File: config.mk
export PLATFORM = sky130hd
export DESIGN_NAME = fsc_top
export DESIGN_NICKNAME = d
export VERILOG_FILES = /design/src/rtl/fsc_pkg.sv /design/src/rtl/fsc_spi_rx.sv /design/src/rtl/fsc_mode_fsm.sv /design/src/rtl/fsc_sig_tx.sv /design/src/rtl/fsc_top.sv
export SDC_FILE = /design/constraint.sdc
export NUM_CORES = 1
export LEC_CHECK = 0
export BUFFER_PORTS_ARGS = -buffer_cell sky130_fd_sc_hd__buf_4
export CORE_UTILIZATION = 38
export CTS_CLUSTER_DIAMETER = 80
export CTS_CLUSTER_SIZE = 30
export DETAILED_ROUTE_END_ITERATION = 16
export HOLD_SLACK_MARGIN = 0.15
export SLEW_MARGIN = 20
export SYNTH_ARGS = -nofsm -noshare
export SYNTH_HDL_FRONTEND = slang
export SYNTH_SLANG_ARGS = --single-unit
export TNS_END_PERCENT = 30
File: constraint.sdc
create_clock -name clk -period 4.8 [get_ports clk]
set_input_delay 0.72 -clock clk [delete_from_list [all_inputs] [get_ports clk]]
set_output_delay 0.72 -clock clk [all_outputs]
set_load 0.005 [all_outputs]
File: src/rtl/fsc_pkg.sv
package fsc_pkg;

    typedef enum logic [1:0] {
        PM_STANDBY  = 2'd0,
        PM_ENTERING = 2'd1,
        PM_ASLEEP   = 2'd2,
        PM_WAKING   = 2'd3
    } pm_state_e;

    localparam logic [7:0] OPC_SLEEP = 8'hB9;
    localparam logic [7:0] OPC_WAKE  = 8'hAB;

    localparam int PHASE_W    = 3;
    localparam int BYTES_W    = 3;
    localparam int LEAD_BYTES = 4;   // opcode plus three dummy bytes

    typedef struct packed {
        logic               done;     // chip-select rising this cycle
        logic               opc_ok;   // first byte complete
        logic [7:0]         opcode;
        logic [BYTES_W-1:0] bytes;    // saturating count of whole bytes
        logic [PHASE_W-1:0] phase;    // bits into current byte
    } frame_info_t;

    function automatic logic is_sleep_frame(frame_info_t f);
        return f.done && f.opc_ok && (f.opcode == OPC_SLEEP) &&
               (f.bytes == BYTES_W'(1)) && (f.phase == '0);
    endfunction

    function automatic logic is_wake_frame(frame_info_t f);
        return f.done && f.opc_ok && (f.opcode == OPC_WAKE);
    endfunction

endpackage

File: src/rtl/fsc_spi_rx.sv
module fsc_spi_rx
    import fsc_pkg::*;
#(
    parameter int BYTE_SAT = LEAD_BYTES
) (
    input  logic        clk,
    input  logic        rst,
    input  logic        spi_sck,
    input  logic        spi_cs_n,
    input  logic        spi_mosi,
    output frame_info_t info,
    output logic        sck_fall,
    output logic        sel
);
    localparam logic [BYTES_W-1:0] SAT = BYTES_W'(BYTE_SAT);

    logic sck_q, sck_qq, cs_q, cs_qq, mosi_q;
    logic [7:0]         shreg;
    logic [7:0]         opcode;
    logic               opc_ok;
    logic [BYTES_W-1:0] bytes;
    logic [PHASE_W-1:0] phase;
    logic               sck_rise;

    always_ff @(posedge clk) begin
        if (rst) begin
            sck_q  <= 1'b0;
            sck_qq <= 1'b0;
            cs_q   <= 1'b1;
            cs_qq  <= 1'b1;
            mosi_q <= 1'b0;
        end else begin
            sck_q  <= spi_sck;
            sck_qq <= sck_q;
            cs_q   <= spi_cs_n;
            cs_qq  <= cs_q;
            mosi_q <= spi_mosi;
        end
    end

    assign sck_rise = sck_q & ~sck_qq & ~cs_q;
    assign sck_fall = ~sck_q & sck_qq & ~cs_q;
    assign sel      = ~cs_q;

    always_ff @(posedge clk) begin
        if (rst || cs_q) begin
            shreg  <= '0;
            opcode <= '0;
            opc_ok <= 1'b0;
            bytes  <= '0;
            phase  <= '0;
        end else if (sck_rise) begin
            shreg <= {shreg[6:0], mosi_q};
            phase <= phase + 1'b1;
            if (phase == PHASE_W'(7)) begin
                if (bytes != SAT) bytes <= bytes + 1'b1;
                if (!opc_ok) begin
                    opcode <= {shreg[6:0], mosi_q};
                    opc_ok <= 1'b1;
                end
            end
        end
    end

    always_comb begin
        info.done   = cs_q & ~cs_qq;
        info.opc_ok = opc_ok;
        info.opcode = opcode;
        info.bytes  = bytes;
        info.phase  = phase;
    end

endmodule

File: src/rtl/fsc_mode_fsm.sv
module fsc_mode_fsm
    import fsc_pkg::*;
#(
    parameter int ENTRY_CYC = 6,
    parameter int WAKE_CYC  = 5
) (
    input  logic        clk,
    input  logic        rst,
    input  frame_info_t info,
    input  logic        busy_i,
    output pm_state_e   state
);
    localparam int MAXC = (ENTRY_CYC > WAKE_CYC) ? ENTRY_CYC : WAKE_CYC;
    localparam int CW   = (MAXC < 2) ? 1 : $clog2(MAXC);
    localparam logic [CW-1:0] ENTRY_LD = CW'(ENTRY_CYC - 1);
    localparam logic [CW-1:0] WAKE_LD  = CW'(WAKE_CYC - 1);

    logic [CW-1:0] cnt;

    always_ff @(posedge clk) begin
        if (rst) begin
            state <= PM_STANDBY;
            cnt   <= '0;
        end else begin
            unique case (state)
                PM_STANDBY: begin
                    if (is_sleep_frame(info) && !busy_i) begin
                        state <= PM_ENTERING;
                        cnt   <= ENTRY_LD;
                    end
                end
                PM_ENTERING: begin
                    if (cnt == '0) state <= PM_ASLEEP;
                    else           cnt   <= cnt - 1'b1;
                end
                PM_ASLEEP: begin
                    if (is_wake_frame(info)) begin
                        state <= PM_WAKING;
                        cnt   <= WAKE_LD;
                    end
                end
                PM_WAKING: begin
                    if (cnt == '0) state <= PM_STANDBY;
                    else           cnt   <= cnt - 1'b1;
                end
                default: state <= PM_STANDBY;
            endcase
        end
    end

endmodule

File: src/rtl/fsc_sig_tx.sv
module fsc_sig_tx
    import fsc_pkg::*;
#(
    parameter logic [7:0] SIG = 8'hC3
) (
    input  logic               clk,
    input  logic               rst,
    input  logic               sel,
    input  logic               sck_fall,
    input  logic               wake_op,
    input  logic               lead_done,
    input  logic               allow,
    input  logic [PHASE_W-1:0] phase,
    output logic               miso,
    output logic               miso_oe
);
    always_ff @(posedge clk) begin
        if (rst || !sel) begin
            miso    <= 1'b0;
            miso_oe <= 1'b0;
        end else if (sck_fall && wake_op && lead_done && allow) begin
            miso    <= SIG[PHASE_W'(7) - phase];
            miso_oe <= 1'b1;
        end
    end

endmodule

File: src/rtl/fsc_top.sv
module fsc_top
    import fsc_pkg::*;
#(
    parameter int         ENTRY_CYC = 6,
    parameter int         WAKE_CYC  = 5,
    parameter logic [7:0] SIG       = 8'hC3
) (
    input  logic       clk,
    input  logic       rst,
    input  logic       spi_sck,
    input  logic       spi_cs_n,
    input  logic       spi_mosi,
    input  logic       busy_i,
    output logic       spi_miso,
    output logic       spi_miso_oe,
    output logic       lowpwr_en,
    output logic       cmd_gate,
    output logic [1:0] pwr_mode
);
    frame_info_t info;
    logic        sck_fall, sel;
    pm_state_e   state;
    logic        wake_op, lead_done, allow;

    fsc_spi_rx #(.BYTE_SAT(LEAD_BYTES)) u_rx (
        .clk(clk), .rst(rst), .spi_sck(spi_sck), .spi_cs_n(spi_cs_n),
        .spi_mosi(spi_mosi), .info(info), .sck_fall(sck_fall), .sel(sel)
    );

    fsc_mode_fsm #(.ENTRY_CYC(ENTRY_CYC), .WAKE_CYC(WAKE_CYC)) u_fsm (
        .clk(clk), .rst(rst), .info(info), .busy_i(busy_i), .state(state)
    );

    assign wake_op   = info.opc_ok && (info.opcode == OPC_WAKE);
    assign lead_done = (info.bytes >= BYTES_W'(LEAD_BYTES));
    assign allow     = (state == PM_STANDBY) || (state == PM_ASLEEP);

    fsc_sig_tx #(.SIG(SIG)) u_sig (
        .clk(clk), .rst(rst), .sel(sel), .sck_fall(sck_fall),
        .wake_op(wake_op), .lead_done(lead_done), .allow(allow),
        .phase(info.phase), .miso(spi_miso), .miso_oe(spi_miso_oe)
    );

    assign pwr_mode  = state;
    assign lowpwr_en = (state == PM_ASLEEP);
    assign cmd_gate  = (state == PM_STANDBY);

endmodule

==> results.md <==
- Crit path kind: reg -> out
- Fin crit period: 2.02 ns
- P_int: 0.460 mW
- Setup_tns: 0 ns
- Area growth, synth to finish: 13.0%
- WL/cell: 12.5 um
- Crit path required time: 4.08 ns
- Final Max Slew Viols: 0
- CTS Hold Bufs: 0
- Skew final: 0.00604 ns
- Gr usage total: 0.152
- Hold Path Origin: u_rx.mosi_q
- Post-DRT Antenna Nets: 0
- CTS Buffer Depth: 2
- Gr ovfl total: 0
- Synthesized Nets: 188
- # resized after CTS: 0
- Synth unique cells: 37
- HP Class: reg -> reg
- Final worst path period share: 0.421
- Yosys warns: 0
- Reg2reg setup slack: 2.85 ns
- Io pins: 12
- Leak Pwr: 0.740 nW
- Die extent in y: 66.9 um
- Die X: 66.9 um
- Register-to-Register Path Depth: 5
- Synth Instances: 170
- Overall Power: 0.629 mW
- Final WS setup: 2.78 ns
- Synth area leaders: dfxtp_1, ha_1, mux2i_1
- Initial DRT Pass Iterations: 4
- Crit path max fanout: 7
- Total CTS buffers: 5
- Comb pwr share: 0.175
- Initial DRC count: 69
- Mean Syn Cell Area: 9.41 um^2
- Worst-path clk slew: 0.07 ns
- Final Setup Violations: 0
- Clk sink count: 34
- Area of the die: 4470 um^2
- Net Sw Frac: 0.269
- Worst relative slew slack: 0.528
- Flop pwr share: 0.486
- Final WL: 2.90 mm
- Count leader, synth: dfxtp_1
- Status: finished clean
- DRC Markers: 0
- CTS tree: built
- CTS root buf: clkbuf_8
- Sequential fraction of the synthesis area: 0.425
- Max cap viols: 0
- Hold Path Cell Cnt: 2
- Ys flop type: dfxtp_1
- Starting Density: 0.397
- Layout cells sized above 1: 0.159
- I/O Buffers: 11
- Finished Layout Cells: 232
- Endpoints failing hold: 0
- Power per cell area: 348 nW/um^2
- DP Worst Slack: 2.73 ns
- Global-route wire length before repair: 4.95 mm
- Hold_ws: 0.469 ns
- Clk Latency, worst-skew pair: 0.28 ns
- H-Tree Depth: 2
- CP max stage cell: dfxtp_1
- Register bit total from synthesis: 34
- Core ar.: 4030 um^2
- EDFF count, synth: 0
- Reg2reg end: u_rx.opcode[5]
- Diode count: 0
- Post-Syn Area: 1600 um^2
- Peak Freq: 494 MHz
- Dpl cells: 224
- Largest net degree at the start of global routing: 26
- Worst EP arrival: 1.30 ns
- RSZ-0062 raised after global routing: false
- Routability Congestion: 0.792
- Worst-Margin Slew: 0.706 ns
- Endpoint class of the critical path: primary output
- CP peak stage delay: 0.46 ns
- VDD IR max: 0.244 mV
- Via count: 1146
- Hpwl dp: 2.09 mm
- Area leader, netlist: dfxtp_1
- Initial antenna violation count: 0
- Sw power: 0.169 mW
- Vias in the first global route: 1083
- Crit-path cells: inv_1 > ha_1 > buf_4
- # nets final: 199
- Hold EP: u_rx.shreg[0]
- Top cell type's share of synthesized area: 0.425
- CP Launch Type: flip-flop
- Worst flop-to-flop path startpoint: u_rx.sck_qq
- Post-CTS setup buffers: 0
- Top cells by count, synth: dfxtp_1, nor2_1, nand2_1
- Clock share of power: 0.339
- DR vias/cell: 4.94
- Post-synth ARST share: 0
- Rows: 23
[cells in the final DEF (no fill, tap or decap), types with 4 or more instances in the layout]
cell / n
a21oi_1: 11
buf_4: 11
clkbuf_8: 6
dfxtp_1: 34
ha_1: 12
inv_1: 10
mux2i_1: 11
nand2_1: 20
nand2b_1: 5
nor2_1: 22
nor2b_1: 4
xnor2_1: 4
[kinds of logic (layout without fill, tap and decap cells)]
logic type | count (synthesis) | count (layout) | share of synthesized area
AOI/OAI and AO/OA | 24 | 24 | 0.119
xor gates and xnor gates | 5 | 5 | 0.0274
DFF | 34 | 34 | 0.425
muxes | 11 | 11 | 0.0688
buffers and inverters | 17 | 29 | 0.0414
adders and majority gates | 12 | 12 | 0.0938
and+or+nand+nor | 67 | 67 | 0.224
[per-stage QoR]
step | area, um^2 | utilization
2_1_floorplan | 1600 | -
3_3_place_gp | 1720 | 0.426
3_5_place_dp | 1720 | 0.426
4_1_cts | 1810 | 0.449
5_1_grt | 1810 | 0.449
6_report | 1810 | 0.449
[flip-flops by register name, summed over array words and instances, names as in the netlist, 2 cells and up]
signal       count
u_fsm.cnt        3
u_rx.bytes       3
u_rx.opcode      8
u_rx.shreg       7
u_rx.phase       3
u_fsm.state      2
[worst max-delay path by stage]
| stage | startpoint | endpoint | depth (start not counted) |
|---|---|---|---|
| 2_1_floorplan | busy_i | u_fsm.state[1] | 5 |
| 3_3_place_gp | busy_i | u_fsm.state[1] | 6 |
| 3_5_place_dp | busy_i | u_fsm.state[1] | 6 |
| 4_1_cts | u_fsm.state[0] | cmd_gate | 3 |
| 5_1_grt | u_rx.sck_qq | u_rx.opcode[1] | 5 |
| 6_report | u_fsm.state[0] | cmd_gate | 3 |
[routing by layer]
metal  vias up  wire (um)  GRT usage
met3         8        107     0.0462
met2        15       1350      0.240
met4         0         56     0.0798
li1        590          -          -
met5         -          0          0
met1       533       1390      0.184
[final cells by class]
type | count | area, um^2
fillers | 407 | 2220
multi-input cells | 119 | 853
flip-flops and latches | 34 | 681
clock buffers | 7 | 86.3
repair buffers | 11 | 82.6
well taps | 50 | 62.6
inverters | 10 | 37.5
clock inverters | 1 | 5.00
[critical path: cells and delay by family, from the launching register on]
family / cells / cell delay, ns
flip-flops: 1 / 0.46
adder cells (fa/ha/maj): 1 / 0.30
buffers and inverters: 2 / 0.27
[power by group through the flow]
stage / clock (mW) / sequential, mW / combinational [mW]
after CTS: 0.221 / 0.306 / 0.111
after floorplan: 0 / 0.309 / 0.0831
after global placement: 0 / 0.311 / 0.108
final: 0.214 / 0.306 / 0.110
after detailed placement: 0 / 0.312 / 0.110
after global routing: 0.235 / 0.307 / 0.124
Note: power is estimated with default switching activity, not from simulation.
